File: config.mk
export PLATFORM = sky130hd
export DESIGN_NAME = hist_buf
export DESIGN_NICKNAME = d
export VERILOG_FILES = /design/src/rtl/hb_pkg.sv /design/src/rtl/hb_ptrs.sv /design/src/rtl/hb_store.sv /design/src/rtl/hb_ctrl.sv /design/src/rtl/hist_buf.sv
export SDC_FILE = /design/constraint.sdc
export NUM_CORES = 1
export LEC_CHECK = 0
export BUFFER_PORTS_ARGS = -buffer_cell sky130_fd_sc_hd__buf_2
export CAP_MARGIN = 20
export CELL_PAD_IN_SITES_DETAIL_PLACEMENT = 0
export CELL_PAD_IN_SITES_GLOBAL_PLACEMENT = 1
export CORE_ASPECT_RATIO = 1.2
export CORE_MARGIN = 4
export CORE_UTILIZATION = 47
export DETAILED_ROUTE_END_ITERATION = 8
export PLACE_DENSITY_LB_ADDON = 0.05
export SLEW_MARGIN = 20
export SYNTH_ARGS = -nofsm -noshare
export SYNTH_HDL_FRONTEND = slang
export SYNTH_HIERARCHICAL = 1
export SYNTH_SLANG_ARGS = --single-unit
File: constraint.sdc
create_clock -name clk -period 7.2 [get_ports clk]
set_input_delay 1.08 -clock clk [delete_from_list [all_inputs] [get_ports clk]]
set_output_delay 1.08 -clock clk [all_outputs]
set_load 0.1 [all_outputs]
File: src/rtl/hb_pkg.sv
package hb_pkg;

  typedef enum logic [0:0] {
    HB_RUN      = 1'b0,
    HB_ROLLBACK = 1'b1
  } hb_state_e;

endpackage

File: src/rtl/hb_ptrs.sv
module hb_ptrs #(
  parameter int DEPTH = 8,
  localparam int PTR_W = $clog2(DEPTH),
  localparam int CNT_W = PTR_W + 1
) (
  input  logic             clk,
  input  logic             rst_n,
  input  logic             push,
  input  logic             pop,
  input  logic             unpush,
  output logic [PTR_W-1:0] head,
  output logic [PTR_W-1:0] tail,
  output logic [PTR_W-1:0] young,
  output logic [CNT_W-1:0] count,
  output logic             full,
  output logic             empty
);

  localparam logic [CNT_W-1:0] FULL_CNT = CNT_W'(DEPTH);
  localparam logic [PTR_W-1:0] LAST_PTR = PTR_W'(DEPTH - 1);

  logic [PTR_W-1:0] head_q, head_d;
  logic [PTR_W-1:0] tail_q, tail_d;
  logic [CNT_W-1:0] cnt_q, cnt_d;
  logic             ptr_en;

  function automatic logic [PTR_W-1:0] ptr_inc(input logic [PTR_W-1:0] p);
    return (p == LAST_PTR) ? '0 : p + 1'b1;
  endfunction

  function automatic logic [PTR_W-1:0] ptr_dec(input logic [PTR_W-1:0] p);
    return (p == '0) ? LAST_PTR : p - 1'b1;
  endfunction

  always_comb begin
    head_d = head_q;
    tail_d = tail_q;
    cnt_d  = cnt_q;
    if (pop) begin
      head_d = ptr_inc(head_q);
    end
    if (push) begin
      tail_d = ptr_inc(tail_q);
    end else if (unpush) begin
      tail_d = ptr_dec(tail_q);
    end
    if (push && !pop) begin
      cnt_d = cnt_q + 1'b1;
    end else if (pop && !push) begin
      cnt_d = cnt_q - 1'b1;
    end else if (unpush) begin
      cnt_d = cnt_q - 1'b1;
    end
  end

  assign ptr_en = push | pop | unpush;

  always_ff @(posedge clk or negedge rst_n) begin
    if (!rst_n) begin
      head_q <= '0;
      tail_q <= '0;
      cnt_q  <= '0;
    end else if (ptr_en) begin
      head_q <= head_d;
      tail_q <= tail_d;
      cnt_q  <= cnt_d;
    end
  end

  assign head  = head_q;
  assign tail  = tail_q;
  assign young = ptr_dec(tail_q);
  assign count = cnt_q;
  assign full  = (cnt_q == FULL_CNT);
  assign empty = (cnt_q == '0);

endmodule

File: src/rtl/hb_store.sv
module hb_store #(
  parameter int DEPTH  = 8,
  parameter int RIDX_W = 5,
  parameter int DATA_W = 32,
  localparam int PTR_W = $clog2(DEPTH)
) (
  input  logic              clk,
  input  logic              rst_n,
  input  logic              wr_en,
  input  logic [PTR_W-1:0]  wr_slot,
  input  logic              wr_dvld,
  input  logic [RIDX_W-1:0] wr_idx,
  input  logic [DATA_W-1:0] wr_old,
  input  logic              pop_en,
  input  logic [PTR_W-1:0]  pop_slot,
  input  logic              undo_en,
  input  logic [PTR_W-1:0]  undo_slot,
  input  logic              cmpl_en,
  input  logic [PTR_W-1:0]  cmpl_slot,
  input  logic              cmpl_exc,
  input  logic [PTR_W-1:0]  head_slot,
  input  logic [PTR_W-1:0]  young_slot,
  output logic              head_done,
  output logic              head_exc,
  output logic              young_dvld,
  output logic [RIDX_W-1:0] young_idx,
  output logic [DATA_W-1:0] young_old
);

  logic [DEPTH-1:0]  slot_done;
  logic [DEPTH-1:0]  slot_exc;
  logic [DEPTH-1:0]  slot_dvld;
  logic [RIDX_W-1:0] slot_idx [DEPTH];
  logic [DATA_W-1:0] slot_old [DEPTH];

  for (genvar s = 0; s < DEPTH; s++) begin : g_slot
    logic              live_q, live_d;
    logic              done_q, done_d;
    logic              exc_q,  exc_d;
    logic              flag_en;
    logic              dvld_q;
    logic [RIDX_W-1:0] idx_q;
    logic [DATA_W-1:0] old_q;
    logic              wr_hit, pop_hit, undo_hit, cmpl_hit;

    assign wr_hit   = wr_en   && (wr_slot   == PTR_W'(s));
    assign pop_hit  = pop_en  && (pop_slot  == PTR_W'(s));
    assign undo_hit = undo_en && (undo_slot == PTR_W'(s));
    assign cmpl_hit = cmpl_en && (cmpl_slot == PTR_W'(s)) && live_q;

    always_comb begin
      live_d = live_q;
      done_d = done_q;
      exc_d  = exc_q;
      if (wr_hit) begin
        live_d = 1'b1;
        done_d = 1'b0;
        exc_d  = 1'b0;
      end else if (pop_hit || undo_hit) begin
        live_d = 1'b0;
        done_d = 1'b0;
        exc_d  = 1'b0;
      end else if (cmpl_hit) begin
        done_d = 1'b1;
        exc_d  = cmpl_exc;
      end
    end

    assign flag_en = wr_hit | pop_hit | undo_hit | cmpl_hit;

    always_ff @(posedge clk or negedge rst_n) begin
      if (!rst_n) begin
        live_q <= 1'b0;
        done_q <= 1'b0;
        exc_q  <= 1'b0;
      end else if (flag_en) begin
        live_q <= live_d;
        done_q <= done_d;
        exc_q  <= exc_d;
      end
    end

    always_ff @(posedge clk) begin
      if (wr_hit) begin
        dvld_q <= wr_dvld;
        idx_q  <= wr_idx;
        old_q  <= wr_old;
      end
    end

    assign slot_done[s] = done_q;
    assign slot_exc[s]  = exc_q;
    assign slot_dvld[s] = dvld_q;
    assign slot_idx[s]  = idx_q;
    assign slot_old[s]  = old_q;
  end

  assign head_done  = slot_done[head_slot];
  assign head_exc   = slot_exc[head_slot];
  assign young_dvld = slot_dvld[young_slot];
  assign young_idx  = slot_idx[young_slot];
  assign young_old  = slot_old[young_slot];

endmodule

File: src/rtl/hb_ctrl.sv
module hb_ctrl
  import hb_pkg::*;
(
  input  logic clk,
  input  logic rst_n,
  input  logic empty,
  input  logic full,
  input  logic head_done,
  input  logic head_exc,
  input  logic young_dvld,
  input  logic alloc_valid,
  input  logic irq_req,
  output logic push,
  output logic pop,
  output logic unpush,
  output logic alloc_ready,
  output logic restore_en,
  output logic flush_req,
  output logic rollback,
  output logic rollback_done
);

  hb_state_e state_q, state_d;
  logic      pend_q, pend_d;
  logic      state_en;
  logic      clean_head, bad_head;

  assign clean_head = !empty && head_done && !head_exc;
  assign bad_head   = !empty && head_done && head_exc;

  always_comb begin
    state_d       = state_q;
    pend_d        = pend_q | irq_req;
    push          = 1'b0;
    pop           = 1'b0;
    unpush        = 1'b0;
    alloc_ready   = 1'b0;
    restore_en    = 1'b0;
    flush_req     = 1'b0;
    rollback_done = 1'b0;
    unique case (state_q)
      HB_RUN: begin
        if (clean_head) begin
          pop = 1'b1;
        end else if (bad_head || pend_q || irq_req) begin
          flush_req = 1'b1;
          pend_d    = 1'b0;
          state_d   = HB_ROLLBACK;
        end
        alloc_ready = !full && !flush_req;
        push        = alloc_valid && alloc_ready;
      end
      HB_ROLLBACK: begin
        pend_d = 1'b0;
        if (empty) begin
          rollback_done = 1'b1;
          state_d       = HB_RUN;
        end else begin
          unpush     = 1'b1;
          restore_en = young_dvld;
        end
      end
      default: state_d = HB_RUN;
    endcase
  end

  assign state_en = (state_d != state_q) || (pend_d != pend_q);

  always_ff @(posedge clk or negedge rst_n) begin
    if (!rst_n) begin
      state_q <= HB_RUN;
      pend_q  <= 1'b0;
    end else if (state_en) begin
      state_q <= state_d;
      pend_q  <= pend_d;
    end
  end

  assign rollback = (state_q == HB_ROLLBACK);

endmodule

File: src/rtl/hist_buf.sv
module hist_buf #(
  parameter int DEPTH  = 8,
  parameter int RIDX_W = 5,
  parameter int DATA_W = 32,
  localparam int TAG_W = $clog2(DEPTH),
  localparam int CNT_W = TAG_W + 1
) (
  input  logic              clk,
  input  logic              rst_n,
  input  logic              alloc_valid,
  input  logic              alloc_dest_vld,
  input  logic [RIDX_W-1:0] alloc_dest_idx,
  input  logic [DATA_W-1:0] alloc_old_val,
  output logic              alloc_ready,
  output logic [TAG_W-1:0]  alloc_tag,
  input  logic              cmpl_valid,
  input  logic [TAG_W-1:0]  cmpl_tag,
  input  logic              cmpl_exc,
  input  logic              irq_req,
  output logic              retire_valid,
  output logic [TAG_W-1:0]  retire_tag,
  output logic              rst_wr_en,
  output logic [RIDX_W-1:0] rst_wr_idx,
  output logic [DATA_W-1:0] rst_wr_data,
  output logic              iq_flush,
  output logic              recov_active,
  output logic              recov_done
);

  logic             push, pop, unpush;
  logic [TAG_W-1:0] head_ptr, tail_ptr, young_ptr;
  logic [CNT_W-1:0] occ_cnt;
  logic             full, empty;
  logic             head_done, head_exc, young_dvld;
  logic             cmpl_en;

  hb_ptrs #(.DEPTH(DEPTH)) u_ptrs (
    .clk    (clk),
    .rst_n  (rst_n),
    .push   (push),
    .pop    (pop),
    .unpush (unpush),
    .head   (head_ptr),
    .tail   (tail_ptr),
    .young  (young_ptr),
    .count  (occ_cnt),
    .full   (full),
    .empty  (empty)
  );

  assign cmpl_en = cmpl_valid && !recov_active;

  hb_store #(.DEPTH(DEPTH), .RIDX_W(RIDX_W), .DATA_W(DATA_W)) u_store (
    .clk        (clk),
    .rst_n      (rst_n),
    .wr_en      (push),
    .wr_slot    (tail_ptr),
    .wr_dvld    (alloc_dest_vld),
    .wr_idx     (alloc_dest_idx),
    .wr_old     (alloc_old_val),
    .pop_en     (pop),
    .pop_slot   (head_ptr),
    .undo_en    (unpush),
    .undo_slot  (young_ptr),
    .cmpl_en    (cmpl_en),
    .cmpl_slot  (cmpl_tag),
    .cmpl_exc   (cmpl_exc),
    .head_slot  (head_ptr),
    .young_slot (young_ptr),
    .head_done  (head_done),
    .head_exc   (head_exc),
    .young_dvld (young_dvld),
    .young_idx  (rst_wr_idx),
    .young_old  (rst_wr_data)
  );

  hb_ctrl u_ctrl (
    .clk           (clk),
    .rst_n         (rst_n),
    .empty         (empty),
    .full          (full),
    .head_done     (head_done),
    .head_exc      (head_exc),
    .young_dvld    (young_dvld),
    .alloc_valid   (alloc_valid),
    .irq_req       (irq_req),
    .push          (push),
    .pop           (pop),
    .unpush        (unpush),
    .alloc_ready   (alloc_ready),
    .restore_en    (rst_wr_en),
    .flush_req     (iq_flush),
    .rollback      (recov_active),
    .rollback_done (recov_done)
  );

  assign alloc_tag    = tail_ptr;
  assign retire_valid = pop;
  assign retire_tag   = head_ptr;

endmodule

==> results.toml <==
[clocking]
clock-sinks = 340
cts_setup_buffers = 0
clock_latency_ns = 0.50
ctsHoldBuffers = 0
cts_tree = "built"
cts_resized = 0
cts-root-buf = "clkbuf_16"
path_clk_slew_ns = 0.05
htreeDepth = 2
cts_buffers = 35
clockBufferDepth = 3

[die]
top_level_ports = 96
die_area_sq_mm = 0.0318
floorplan.initialDensity_pct = 47.6
core_area_sq_mm = 0.0287
die_w_um = 164
rows = 68
die_h_um = 195

[min_path]
hp-class = "flip-flop to flip-flop"
min_from = "u_ptrs/count[3]"
hold-path-cell-count = 1
hold_end = "u_ptrs/count[3]"

[logic_synthesis]
avgSynthCellArea_sq_um = 20.6
synth_edf_count = 304
synthAdderAreaFrac_pct = 0.880
yosysSeqAreaShare_pct = 73.5
synth_top_family_by_area = "multiplexers"
ys_ff_latch = 340
async_reset_ff_share_pct = 10.6
synthXorXnorAreaFrac_pct = 0.312
synth_area_sq_mm = 0.0137
yosys.area_share.simple_pct = 4.00
ys_warn_count = 6
synth.distinct_cells = 49
syn_nets = 718
synth_compound_area_share_pct = 2.86
syn_inst = 662
synthMuxAreaShare_pct = 16.9
ys.flop_type = "edfxtp_1"

[placement]
place_hpwl_um = 16000
port_buffers = 95
gp_congestion = 0.775

[critical_path]
r2r_start = "u_ptrs/head[0]"
crit_path_start_kind = "flip-flop"
cp_slowest_stage_delay_ns = 0.65
worstPathRequired_ns = 6.12
end_kind = "output port"
worstPathArrival_ns = 4.05
r2r_cells = 11
worst-path-buf-inv = 3
criticalPathCategory = "flip-flop to output port"
reg2reg_slack_ns = 3.06
cp_common_cell = "ha_1"
crit_fanout = 36
slowest_stage = "buf_4"
r2r-end = "u_store/g_slot[1].exc_q"
crit_chain = "inv_1 -> ha_1 -> ha_1 -> nand2b_4 -> buf_4 -> mux4_2 -> mux2_2 -> buf_2"
cp_top_family = "buffers and inverters"

[global_route]
grt_pass1_wl_um = 43100
grt_most_used_layer = "met2"
track_usage_pct = 17.9
grt_use_met1_pct = 23.9
first_global_vias = 7219
grt_util_met2_pct = 30.6
grtUsageMet3_pct = 3.50
antenna_found_initial = 2
grt_max_degree = 48
grt_overflow = 0

[drt]
wl_per_cell_um = 23.4
drcViolationCount = 0
wl_um = 27900
drt_iter0_drc = 461
firstDrtPassIters = 4
vias = 6780
vias_per_cell = 5.69
ant_nets = 0

[timing]
slew_viol_final = 0
tightestPinTransition_ns = 1.02
hold_viol_final = 0
period_needed_ns = 5.13
fmaxAchievable_ghz = 0.195
final.period_utilization_pct = 71.2
setup_viol = 0
rsz0062_at_grt = "no"
setup_tns_ns = 0
slew_headroom_pct = 31.4
finClkSkew_ns = 0.0141

[job]
cap_violations = 0

[finish]
syn_to_final_growth_pct = 15.0
n_antenna_cell = 0
drive_above_1_share_pct = 38.3
final_nets = 840
nFillCells = 2271

[run_status]
status = "finished clean"
[per-layer routing]
layer	part of all wire, %	vias to the layer above
met5	0.047	-
met4	1.8	2
met3	5.1	41
met2	52	164
met1	41	3589
li1	-	2984
[Yosys cell counts (all sizes together) (3+ instances only)]
| master | instances | area (sq um) |
|---|---|---|
| edfxtp | 304 | 9130 |
| dfrtp | 36 | 901 |
| a21oi | 12 | 63.8 |
| o221ai | 10 | 87.6 |
| nand4 | 9 | 56.3 |
| ha | 8 | 100 |
| a221o | 4 | 40.0 |
| nor4bb | 3 | 30.0 |
| nand4b | 3 | 26.3 |
| a31o | 6 | 52.6 |
| nand3b | 3 | 22.5 |
| nand2 | 15 | 56.3 |
| nor2 | 15 | 66.3 |
| a31oi | 8 | 50.1 |
| nor4b | 3 | 32.5 |
| inv | 14 | 52.6 |
| o21ai | 8 | 40.0 |
| mux4 | 80 | 1800 |
| clkbuf | 11 | 42.5 |
| and2 | 5 | 31.3 |
| nor2b | 13 | 88.8 |
| nand2b | 12 | 90.1 |
| buf | 16 | 118 |
| mux2 | 44 | 499 |
[registers in the layout, summed over array words and instances, names as in the netlist, 3 cells and up]
signal	flops
u_store/g_slot.idx_q	40
u_store/g_slot.live_q	8
u_store/g_slot.exc_q	8
u_store/g_slot.old_q	256
u_ptrs/tail	3
u_ptrs/head	3
u_store/g_slot.done_q	8
u_store/g_slot.dvld_q	8
u_ptrs/count	4
[logic make-up (layout without fill, tap and decap cells)]
| group | count (synthesis) | in the layout |
|---|---|---|
| flip-flops | 340 | 340 |
| XOR/XNOR | 4 | 4 |
| multiplexers | 125 | 125 |
| adder cells (fa/ha/maj) | 9 | 9 |
| buffers and inverters | 41 | 185 |
| AND/OR/NAND/NOR | 88 | 88 |
| AO/OA/AOI/OAI | 55 | 55 |
[cell usage in the layout (no fill, tap or decap), types with 4 or more instances in the layout]
cell       count
clkbuf_16     35
nand2_1       15
nand4_1        9
inv_2          5
o21ai_0        8
buf_2         95
buf_4         13
a31oi_1        8
inv_1          9
nor2_1        13
a21oi_1       11
edfxtp_1     304
nand2b_1       8
nor2b_1       11
mux2_2        43
mux4_2        80
dfrtp_1       36
clkbuf_1       7
a221o_1        4
and2_1         5
nand2b_4       4
clkinv_1       8
o221ai_1      10
ha_1           8
a31o_2         6
[worst max path at each step]
| stage | start | endpoint | depth (start not counted) |
|---|---|---|---|
| 2_1_floorplan | u_ptrs/head[0] | u_ptrs/count[3] | 10 |
| 3_3_place_gp | u_ptrs/tail[0] | rst_wr_data[0] | 8 |
| 3_5_place_dp | u_ptrs/tail[0] | rst_wr_data[0] | 8 |
| 4_1_cts | u_ptrs/tail[0] | rst_wr_data[0] | 8 |
| 5_1_grt | u_ptrs/tail[0] | rst_wr_data[7] | 8 |
| 6_report | u_ptrs/tail[0] | rst_wr_data[7] | 8 |
[per-stage QoR]
stage | instances | util, % | area (sq um) | hold WS (ns) | setup WS (ns)
final | 1191 | 54.8 | 15700 | 0.490 | 2.07
after CTS | 1187 | 54.6 | 15600 | 0.494 | 1.64
after floorplan | 662 | - | 13700 | 0.456 | 1.28
after detailed placement | 1128 | 51.0 | 14600 | 0.476 | 2.18
after global routing | 1191 | 54.8 | 15700 | 0.526 | 1.74
after global placement | 1128 | 51.0 | 14600 | 0.474 | 2.26
[layout make-up]
class                           count  area (sq um)  share of cell area (%)
Multi-Input combinational cell    281          3490                    22.2
Clock buffer                       42           902                    5.75
Sequential cell                   340         10000                    63.9
Timing Repair Buffer              112           631                    4.02
Tap cell                          385           482                    3.07
Clock inverter                     17           114                   0.725
Inverter                           14          52.6                   0.335
Power is left out: the tool's default activity adds up to more than one toggle a clock period on the data nets, which glitch-free logic cannot reach.
